**config.mk**
```make
export PLATFORM = sky130hd
export DESIGN_NAME = dbg_port
export DESIGN_NICKNAME = d
export VERILOG_FILES = /design/src/rtl/dbg_pkg.sv /design/src/rtl/dbg_bus_ctl.sv /design/src/rtl/dbg_cmd_reg.sv /design/src/rtl/dbg_core_model.sv /design/src/rtl/dbg_port.sv
export SDC_FILE = /design/constraint.sdc
export NUM_CORES = 1
export LEC_CHECK = 0
export BUFFER_PORTS_ARGS = -buffer_cell sky130_fd_sc_hd__buf_2
export CORE_AREA = 4 4 295 297
export DETAILED_ROUTE_END_ITERATION = 8
export DIE_AREA = 0 0 299 301
export PLACE_DENSITY = 0.74
export REMOVE_ABC_BUFFERS = 1
export SYNTH_ARGS = -nofsm -noshare
export SYNTH_HDL_FRONTEND = slang
export SYNTH_HIERARCHICAL = 1
export SYNTH_SLANG_ARGS = --single-unit
```
**constraint.sdc**
```tcl
create_clock -name clk -period 3.6 [get_ports clk]
set_input_delay 0.54 -clock clk [delete_from_list [all_inputs] [get_ports clk]]
set_output_delay 0.54 -clock clk [all_outputs]
set_load 0.01 [all_outputs]
```
**src/rtl/dbg_pkg.sv**
```systemverilog
package dbg_pkg;
  localparam int CMD_HALT_BIT  = 8;
  localparam int CMD_RST_BIT   = 9;
  localparam int ST_HALTED_BIT = 10;
  localparam int ST_GIE_BIT    = 11;
  localparam int ST_SLEEP_BIT  = 12;
  localparam int CC_SLEEP_BIT  = 4;
  localparam int CC_GIE_BIT    = 5;
  localparam int STATUS_W      = 16;

  function automatic logic [STATUS_W-1:0] pack_status(
    input logic [7:0] sel, input logic halt_req, input logic halted,
    input logic gie, input logic sleep);
    logic [STATUS_W-1:0] s;
    s = '0;
    s[7:0]          = sel;
    s[CMD_HALT_BIT] = halt_req;
    s[ST_HALTED_BIT] = halted;
    s[ST_GIE_BIT]   = gie;
    s[ST_SLEEP_BIT] = sleep;
    return s;
  endfunction

  function automatic int active_pc(input logic gie, input int nregs);
    return gie ? nregs - 1 : nregs / 2 - 1;
  endfunction
endpackage

```
**src/rtl/dbg_bus_ctl.sv**
```systemverilog
module dbg_bus_ctl (
  input  logic clk,
  input  logic rst_n,
  input  logic cyc,
  input  logic stb,
  input  logic we,
  input  logic addr,
  input  logic halt_req,
  input  logic halted,
  output logic stall,
  output logic accept,
  output logic cmd_wr,
  output logic data_wr,
  output logic ack
);
  logic req;
  assign req     = cyc && stb;
  assign stall   = req && addr && (halt_req != halted);
  assign accept  = req && !stall;
  assign cmd_wr  = accept && we && !addr;
  assign data_wr = accept && we && addr;

  always_ff @(posedge clk) begin
    if (!rst_n) ack <= 1'b0;
    else        ack <= accept;
  end
endmodule

```
**src/rtl/dbg_cmd_reg.sv**
```systemverilog
module dbg_cmd_reg #(
  parameter int RSEL_W = 5
) (
  input  logic              clk,
  input  logic              rst_n,
  input  logic              cmd_wr,
  input  logic [RSEL_W-1:0] w_sel,
  input  logic              w_halt,
  input  logic              w_rst,
  output logic [RSEL_W-1:0] sel_q,
  output logic              halt_req,
  output logic              core_rst
);
  always_ff @(posedge clk) begin
    if (!rst_n) begin
      sel_q    <= '0;
      halt_req <= 1'b0;
      core_rst <= 1'b0;
    end else begin
      core_rst <= cmd_wr && w_rst;
      if (cmd_wr) begin
        sel_q    <= w_sel;
        halt_req <= w_halt;
      end
    end
  end
endmodule

```
**src/rtl/dbg_core_model.sv**
```systemverilog
module dbg_core_model
  import dbg_pkg::*;
#(
  parameter int DW     = 32,
  parameter int NREGS  = 32,
  parameter int RSEL_W = 5
) (
  input  logic              clk,
  input  logic              rst_n,
  input  logic              halt_req,
  input  logic              core_rst,
  input  logic              wr_en,
  input  logic [RSEL_W-1:0] sel,
  input  logic [DW-1:0]     wdata,
  output logic              halted,
  output logic              gie,
  output logic              sleep,
  output logic [DW-1:0]     sel_val,
  output logic [DW-1:0]     pc_sup,
  output logic [DW-1:0]     pc_usr
);
  localparam int HALF = NREGS / 2;
  localparam logic [RSEL_W-1:0] CC_IDX = RSEL_W'(HALF - 2);
  localparam logic [RSEL_W-1:0] PC_SUP = RSEL_W'(HALF - 1);
  localparam logic [RSEL_W-1:0] PC_USR = RSEL_W'(NREGS - 1);

  logic [DW-1:0] regs [NREGS];
  logic [RSEL_W-1:0] pc_idx;
  logic wr_ok, pc_adv;

  assign gie     = regs[CC_IDX][CC_GIE_BIT];
  assign sleep   = regs[CC_IDX][CC_SLEEP_BIT];
  assign pc_idx  = RSEL_W'(active_pc(gie, NREGS));
  assign wr_ok   = wr_en && halted;
  assign pc_adv  = !halted && !sleep;
  assign sel_val = regs[sel];
  assign pc_sup  = regs[PC_SUP];
  assign pc_usr  = regs[PC_USR];

  always_ff @(posedge clk) begin
    if (!rst_n) begin
      halted <= 1'b0;
      for (int i = 0; i < NREGS; i++) regs[i] <= '0;
    end else begin
      halted <= halt_req;
      if (core_rst) begin
        for (int i = 0; i < NREGS; i++) regs[i] <= '0;
      end else if (wr_ok) begin
        regs[sel] <= wdata;
      end else if (pc_adv) begin
        regs[pc_idx] <= regs[pc_idx] + 1'b1;
      end
    end
  end
endmodule

```
**src/rtl/dbg_port.sv**
```systemverilog
module dbg_port
  import dbg_pkg::*;
#(
  parameter int DW    = 32,
  parameter int NREGS = 32
) (
  input  logic          clk,
  input  logic          rst_n,
  input  logic          bus_cyc,
  input  logic          bus_stb,
  input  logic          bus_we,
  input  logic          bus_addr,
  input  logic [DW-1:0] bus_wdata,
  output logic          bus_stall,
  output logic          bus_ack,
  output logic [DW-1:0] bus_rdata
);
  localparam int RSEL_W = $clog2(NREGS);

  logic              acc, cmd_wr, data_wr;
  logic [RSEL_W-1:0] sel_q;
  logic              halt_req, core_rst, halted, gie, sleep;
  logic [DW-1:0]     sel_val, pc_sup, pc_usr, status_w;

  dbg_bus_ctl u_bus (
    .clk(clk), .rst_n(rst_n), .cyc(bus_cyc), .stb(bus_stb), .we(bus_we),
    .addr(bus_addr), .halt_req(halt_req), .halted(halted),
    .stall(bus_stall), .accept(acc), .cmd_wr(cmd_wr), .data_wr(data_wr),
    .ack(bus_ack)
  );

  dbg_cmd_reg #(.RSEL_W(RSEL_W)) u_cmd (
    .clk(clk), .rst_n(rst_n), .cmd_wr(cmd_wr),
    .w_sel(bus_wdata[RSEL_W-1:0]), .w_halt(bus_wdata[CMD_HALT_BIT]),
    .w_rst(bus_wdata[CMD_RST_BIT]),
    .sel_q(sel_q), .halt_req(halt_req), .core_rst(core_rst)
  );

  dbg_core_model #(.DW(DW), .NREGS(NREGS), .RSEL_W(RSEL_W)) u_core (
    .clk(clk), .rst_n(rst_n), .halt_req(halt_req), .core_rst(core_rst),
    .wr_en(data_wr), .sel(sel_q), .wdata(bus_wdata),
    .halted(halted), .gie(gie), .sleep(sleep), .sel_val(sel_val),
    .pc_sup(pc_sup), .pc_usr(pc_usr)
  );

  assign status_w = DW'(pack_status(8'(sel_q), halt_req, halted, gie, sleep));

  always_ff @(posedge clk) begin
    if (!rst_n)             bus_rdata <= '0;
    else if (acc && !bus_we) bus_rdata <= bus_addr ? sel_val : status_w;
  end
endmodule

```
# After elaboration in Yosys (flattened, before gate mapping)

Memories as Yosys holds them, arrays and structs flattened. A register that Yosys moved wholly into a read port is not among the register bits.
Cells that the tools add are included.

Multiply operators: 0
Equality and inequality tests: 1
Mux-type cells: 55
Divide/modulo/power cells: 0
Shifts and indexed selects: 0
Add/subtract/negate cells: 1
Reductions and logical operators: 18
$lt $le $gt $ge: 0
Bitwise logic cells: 32

Operator list:

| kind                                           | number |
|---|---|
| 2-to-1 mux 32 bit                              | 35 |
| OR reduction 32 bit                            | 2 |
| adder 32 x 1 -> 32 bit (second input constant) | 1 |
| OR 1 bit                                       | 32 |
| 2-to-1 mux 5 bit                               | 5 |
| 2-to-1 mux 1 bit                               | 15 |
| logical AND 1 bit                              | 11 |
| logical NOT 1 bit                              | 5 |
| != test 1 bit                                  | 1 |

Word-level logic and storage cells: 114
Latch bits: 0
Bits of input ports: 38
Bits in writable memories: 1024
Bits in read-only memories: 0
Output and inout bits: 34
Memories kept: 1
Register bits after elaboration: 41

Memories:

| name        | depth | width | read ports | clocked after Yosys merged registers in | wr ports | RTL line             | text |
|---|---|---|---|---|---|---|---|
| u_core.regs | 32    | 32    | 3          | 1                                       | 32       | dbg_core_model.sv:27 | `logic [DW-1:0] regs [NREGS];` |

# Depth between registers and ports, before layout

Gate-level depths: netlist (run 1).

Depth after elaboration: 15
Mapped depth: 16
Gate-level depth less buffers: 8

# Cells and area by module

The synthesis (run 1) kept the hierarchy.

By module, submodules not included:

| module         | sequential area each (um^2) | area an instance (um^2) | times used | cells each |
|---|---|---|---|---|
| dbg_core_model | 30769.5                     | 46134.2                 | 1          | 3083 |
| dbg_port       | 640.6                       | 1300.0                  | 1          | 144 |
| dbg_cmd_reg    | 140.1                       | 256.5                   | 1          | 21 |
| dbg_bus_ctl    | 20.0                        | 73.8                    | 1          | 10 |

# Least setup slack after synthesis (run 1)

No wires, ideal clock.

Kind: reg-to-reg
From: mem u_core.regs[14][5]
To: mem u_core.regs[1][30], data pin
Arrival time: 3180 ps
Required time: 3331 ps
Library setup time: 269 ps
Path slack: 151 ps
Stages on the path, launching flop included: 16
Buffers on the path: 7
Clock period less this slack: 3449 ps
Cells stage by stage: edfxtp_1 buf_6 buf_6 buf_6 buf_2 buf_2 buf_2 mux2_2 ha_1 nand4b_1 nand2_1 nand4_1 nor4_1 nor3b_1 clkbuf_1 nor2_1

RTL lines:

| item        | RTL line |
|---|---|
| from (decl) | dbg_core_model.sv:27 |

==> metrics.yaml, run 1 <==
worstMarginPinSlew_ps: 1049
die_x_um: 299
fillCellCount: 6010
finalMaxSlewViolations: 0
grt_antenna_before_repair: 10
setup_viol: 0
cts_tree: "done"
rsz0062_at_grt: "no"
postSynthCellCount: 3258
cp_slowest_cell: "or4_1"
rows: 107
grt_max_degree: 81
cp_cell_sequence: "buf_12 > nand3_1 > a222oi_1 > nand4_1 > or4_1 > and3_4 > nor2_1"
arrival_ps: 3810
finClkSkew_ps: 39.67
first_pass_iters: 6
dieArea_um2: 90000
overflow: 0
postCtsSetupBuffers: 0
power_density_nw_per_um2: 497.5
busiest_layer: "met2"
path_clk_slew_ps: 60
syn2layout_area_growth_pct: 13.14
period_share_pct: 91.82
cts_max_level: 3
hold_buffers: 0
endpoint_kind: "flop"
synth_ff_type: "edfxtp_1"
final_cell_mix: "1024 x edfxtp_1, 955 x nor2_1, 320 x mux4_2, 153 x nand2_1, 139 x buf_4"
slowest_delay_ps: 600
synth_top_area_cell: "edfxtp_1"
crit_fanout: 80
path_buf_inv: 1
cellLeakagePower_uw: 0.01833
grt_pass1_wl_um: 216400
total_power_uw: 26890
final_layout_size_suffix_gt1_share_pct: 25.39
cp_data_required_time_ps: 4110
grt_use_met2_pct: 53.48
routed_wl_um: 151100
met3_usage_pct: 8.089
avgViaCountPerCell: 6.770
netlist_area_um2: 47760
hpwlAfterDp_um: 96850
synth_cell_types: 60
final_common_cell: "edfxtp_1"
drt-initial-drc-count: 5270
fmax_mhz: 302.5
syn_avg_cell_area_um2: 14.66
period_needed_ps: 3305
start_util_pct: 56.45
ys_ff_latch: 1065
drc_errors: 0
path_class: "flop to flop"
io_buffers: 71
finalHoldViolCount: 0
dieHeight_um: 301
clock-sinks: 1065
root_buffer: "clkbuf_16"
grt.total_usage_pct: 33.73
placed_cells: 4389
ant_nets: 0
ys_seq_area_share_pct: 66.10
min-delay-path-class: "primary input to flop"
finalSetupTns_ps: 0
crit_family: "simple AND/OR/NAND/NOR gates"
vias: 31080
status: "complete, no violations"
synth_edf_count: 1024
io_pins: 72
synthArstFlopShare_pct: 0
maxSlewHeadroom_pct: 30.09
core-area_um2: 84610
gp_congestion: 0.9585
fin_nets: 3393
met1_usage_pct: 45.33
post_drt_wl_per_cell_um: 32.92
cp-start-kind: "flop"
cts_buffers: 107
synth_top_area_share_pct: 64.38
clockBufferDepth: 3
synth_warnings: 6
ys_top_cells_by_area: "edfxtp_1 64%, mux4_2 15%, nor2_1 7.5%"
first_global_vias: 30760
irDropWorstVdd_mv: 0.4259
post_cts_resized: 0
stdcell_count: 4591
maxCapViolCount: 0
insertion_delay_ps: 690
[sequential cells by signal, summed over array words and instances (netlist names)]
| register | count |
|---|---|
| u_core/regs | 1024 |
| bus_rdata | 32 |
| u_cmd/sel_q | 5 |
| u_bus/ack | 1 |
| u_cmd/core_rst | 1 |
| u_cmd/halt_req | 1 |
| u_core/halted | 1 |
[per-layer routing]
metal	part of all wire (%)	vias up
met2	48	2648
met4	5.3	4
met5	0.022	-
met3	13	467
met1	34	15660
li1	-	12310
[final timing paths]
kind | startpoint | endpoint | slack, ps | cells after the start
worst min-delay path | bus_stb | u_bus/ack$_SDFF_PN0_ | 140 | 3
worst min register to register | bus_rdata[16]$_SDFFE_PN0P_ | bus_rdata[16]$_SDFFE_PN0P_ | 450 | 2
worst max register to register | u_core/regs[14][5]$_SDFFCE_PN0P_ | u_core/regs[4][28]$_SDFFCE_PN0P_ | 290 | 7
worst max-delay path | u_core/regs[14][5]$_SDFFCE_PN0P_ | u_core/regs[4][28]$_SDFFCE_PN0P_ | 290 | 7
[logic make-up (layout without fill, tap and decap cells)]
family          count (synthesis)  in the layout  synth area share (%)
xor+xnor                       25             25                0.4584
simple gates                 1370           1370                 12.25
other cells                     0              5                     0
compound gates                116            116                 1.677
flops                        1065           1065                 66.10
fa+ha+maj                       1              1               0.02619
mux                           402            402                 16.91
buf+inv                       279            463                 2.583
[synth_stat cells, types with 8 or more instances]
master,number
mux4_2,320
buf_2,41
dfxtp_1,41
xor2_1,18
edfxtp_1,1024
mux2_2,39
a22oi_1,9
a21boi_0,18
nor3_1,9
nor2_4,30
o21ai_0,20
nand3_1,61
nand3b_1,11
nand4_1,17
buf_6,8
buf_1,25
nand2_1,185
mux2i_1,43
a21boi_1,14
nor2b_1,11
a21oi_1,24
clkbuf_1,192
nor2_1,955
and3_1,55
[worst min-delay path, delay by kind of cell]
family          cells  cell delay, ps
compound gates      1              40
buf+inv             1             120
simple gates        1              60
[per-stage QoR]
| step | setup slack (ps) | hold slack, ps | cell area (um^2) | util (%) |
|---|---|---|---|---|
| after floorplan | -12410 | 475.0 | 46540 | - |
| after global placement | 401.2 | 440.6 | 50680 | 59.90 |
| after detailed placement | 359.7 | 443.9 | 50680 | 59.90 |
| after CTS | 300.9 | 110.8 | 54030 | 63.86 |
| after global routing | 92.41 | 119.0 | 54030 | 63.86 |
| final | 294.5 | 136.7 | 54040 | 63.87 |
[power by group]
group	switching, uW	internal (uW)	total (uW)	leakage, uW
sequential	224	14000	14200	0.0109
clock	4690	6030	10700	0.00163
combinational	1270	654	1930	0.00575
[final cells by class]
type / count / area (um^2) / share of cell area, %
clock inverter: 54 / 430.4 / 0.7964
tap: 1144 / 1431 / 2.649
timing repair buffer: 263 / 2460 / 4.552
inverter: 3 / 11.26 / 0.02084
multi-input combinational: 1914 / 15200 / 28.12
antenna: 5 / 12.51 / 0.02315
clock buffer: 143 / 2915 / 5.394
sequential: 1065 / 31590 / 58.45
Power figures use the tool's default switching activity.
==> run 2, diff against run 1 <==
Settings changed: SYNTH_HIERARCHICAL 1 to not set.
==> metrics.yaml, run 2 <==
status: "complete, no violations"
yosys-top-cells-count: "1024 x edfxtp_1, 938 x nor2_1, 285 x mux4_2"
worstMarginPinSlew_ps: 1218  # +169.4 ps
crit_fanout: 21  # -74%
crit_path_end: "u_core.regs[19][7]$_SDFFCE_PN0P_"
irDropWorstVdd_mv: 0.6315  # +48%
endpoint_kind: "flop"
rows: 107  # unchanged
min-delay-path-class: "primary input to flop"
clock-sinks: 1070  # +0.47%
final_common_cell: "edfxtp_1"
hold_buffers: 0  # unchanged
fmax_mhz: 304.7  # +0.71%
drc_errors: 0  # unchanged
synth_ff_type: "edfxtp_1"
root_buffer: "clkbuf_16"
die_x_um: 299  # unchanged
total_power_uw: 27200  # +1.2%
final_cell_mix: "1024 x edfxtp_1, 934 x nor2_1, 285 x mux4_2, 173 x nand2_1, 153 x buf_4"
syn_avg_cell_area_um2: 14.35  # -2.1%
avgViaCountPerCell: 6.638  # -2.0%
path_clk_slew_ps: 60  # about the same
gp_congestion: 0.9593  # about the same
hold_depth: 3  # unchanged
clkPwrFrac_pct: 41.2  # +1.3 points
period_share_pct: 91.17  # -0.64 points
synth_warnings: 0  # -6
syn2layout_area_growth_pct: 12.25
dieArea_um2: 90000  # unchanged
design_area_um2: 53510  # -0.99%
ant_nets: 0  # unchanged
synth_cell_types: 77  # +28%
ys_ff_latch: 1070  # +0.47%
finalHoldViolCount: 0  # unchanged
maxCapViolCount: 0  # unchanged
ys_seq_area_share_pct: 66.44  # +0.34 points
ys_top_cells_by_area: "edfxtp_1 65%, mux4_2 13%, nor2_1 7.4%"
netlist_area_um2: 47670  # -0.20%
cellLeakagePower_uw: 0.01845  # +0.64%
switching_power_uw: 6009  # -2.9%
first_pass_iters: 8  # +2
hpwlAfterDp_um: 84380  # -13%
routed_wl_um: 135400  # -10%
cts_buffers: 107  # unchanged
setup_viol: 0  # unchanged
grt_antenna_before_repair: 0  # -10
post_drt_wl_per_cell_um: 29.33  # -11%
p_comb_share_pct: 6.3  # -0.9 points
cts_max_level: 3  # unchanged
arrival_ps: 3670  # -140 ps
grt_pass1_wl_um: 199200  # -7.9%
fin_nets: 3423  # +0.88%
post_cts_resized: 0  # unchanged
period_needed_ps: 3282  # -23.19 ps
synth_edf_count: 1024  # unchanged
postCtsSetupBuffers: 0  # unchanged
synth_top_area_cell: "edfxtp_1"
fillCellCount: 6011  # +0.017%
final_layout_size_suffix_gt1_share_pct: 23.16  # -2.2 points
top_regs: "u_core.regs: 1024 flops, bus_rdata: 32 flops, u_cmd.sel_q: 5 flops"
r2r_setup_slack_ps: 320  # +20 ps
finClkSkew_ps: 19.13  # -20.54 ps
first_global_vias: 30620  # -0.45%
insertion_delay_ps: 660  # -30 ps
path_class: "flop to flop"
drt-initial-drc-count: 4453  # -16%
r2r_cells: 9  # +2
start_util_pct: 56.34  # -0.11 points
top_register: "u_core.regs"
postSynthCellCount: 3321  # +1.9%
core-area_um2: 84610  # unchanged
dp_slack_ps: 282.1  # -77.66 ps
cp_data_required_time_ps: 3980  # -130 ps
cp-start-kind: "flop"
largest_register_ffs: 1024  # unchanged
io_pins: 72  # unchanged
rsz0062_at_grt: "no"
synthArstFlopShare_pct: 0  # unchanged
r2r_start: "u_core.regs[14][5]$_SDFFCE_PN0P_"
finish.utilization_pct: 63.24  # -0.63 points
maxSlewHeadroom_pct: 18.68  # -11 points
finalMaxSlewViolations: 0  # unchanged
cts_tree: "done"
seqPwrFrac_pct: 52.5  # -0.5 points
overflow: 0  # unchanged
switching_share_pct: 22.09  # -0.91 points
dpl_cell_area_um2: 49990  # -1.4%
grt_max_degree: 62  # -23%
startpoint: "u_core.regs[14][5]$_SDFFCE_PN0P_"
grt.total_usage_pct: 30.13  # -3.6 points
p_int_uw: 21190  # +2.4%
fin_ws_ps: 317.7  # +23.19 ps
synth_top_area_share_pct: 64.51  # +0.13 points
clockBufferDepth: 3  # unchanged
vias: 30640  # -1.4%
diodes: 0  # -5
dieHeight_um: 301  # unchanged
io_buffers: 71  # unchanged
synth_most_common_cell: "edfxtp_1"
r2r-end: "u_core.regs[19][7]$_SDFFCE_PN0P_"
power_density_nw_per_um2: 508.4  # +2.2%
-- run 2: how the worst min path moves through the flow --
stage	from	to	slack, ps
after detailed placement	bus_rdata[20]$_SDFFE_PN0P_	bus_rdata[20]$_SDFFE_PN0P_	450
after global placement	bus_rdata[21]$_SDFFE_PN0P_	bus_rdata[21]$_SDFFE_PN0P_	440
after CTS	bus_wdata[2]	flop	150
after global routing	bus_wdata[2]	flop	160
after floorplan	bus_rdata[13]$_SDFFE_PN0P_	bus_rdata[13]$_SDFFE_PN0P_	480
final	bus_wdata[2]	flop	190
-- run 2: cell type report --
class | count | area [um^2] | share of cell area [%]
Clock buffer | 140 | 2964 | 5.540
Tap cell | 1144 | 1431 | 2.675
Timing Repair Buffer | 247 | 1964 | 3.671
Inverter | 6 | 22.52 | 0.04209
Multi-Input combinational cell | 1952 | 14890 | 27.82
Clock inverter | 57 | 551.8 | 1.031
Sequential cell | 1070 | 31680 | 59.22
-- run 2: cells by family after synthesis --
logic type / count (synthesis) / synth area share (%)
and+or+nand+nor: 1367 / 12.29
DFF: 1070 / 66.44
xor gates and xnor gates: 38 / 0.6982
buffers and inverters: 299 / 2.769
adders and majority gates: 1 / 0.02624
muxes: 339 / 14.62
AOI/OAI and AO/OA: 207 / 3.150
-- run 2: critical path: stages, from the launching register on --
cell and delay, ps:
edfxtp_1 540, buf_4 360, nand4_1 190, a21oi_2 400
buf_4 320, nand2_1 90, xor2_1 220, mux2i_4 570
buf_12 230, nor2_1 60
-- run 2: metrics by stage --
step	TNS [ps]	instances	hold slack, ps
3_3_place_gp	0	4419	444.6
3_5_place_dp	0	4419	447.3
2_1_floorplan	-1692190	3028	477.8
5_1_grt	0	4616	163.9
4_1_cts	0	4616	151.6
6_report	0	4616	185.3
-- run 2: power by group through the flow --
stage	registers, uW	clock network [uW]	logic, uW
finish	14300	11200	1710
floorplan	14500	0	933
CTS	14300	11300	1690
global route	14300	11800	1780
global placement	14500	0	1650
detailed placement	14500	0	1680
-- run 2: metal layers --
| layer | wire length [um] | track usage (%) |
|---|---|---|
| met5 | 0 | 0 |
| met4 | 7775 | 14.64 |
| met3 | 16240 | 6.626 |
| met2 | 64500 | 48.14 |
| met1 | 46880 | 39.84 |
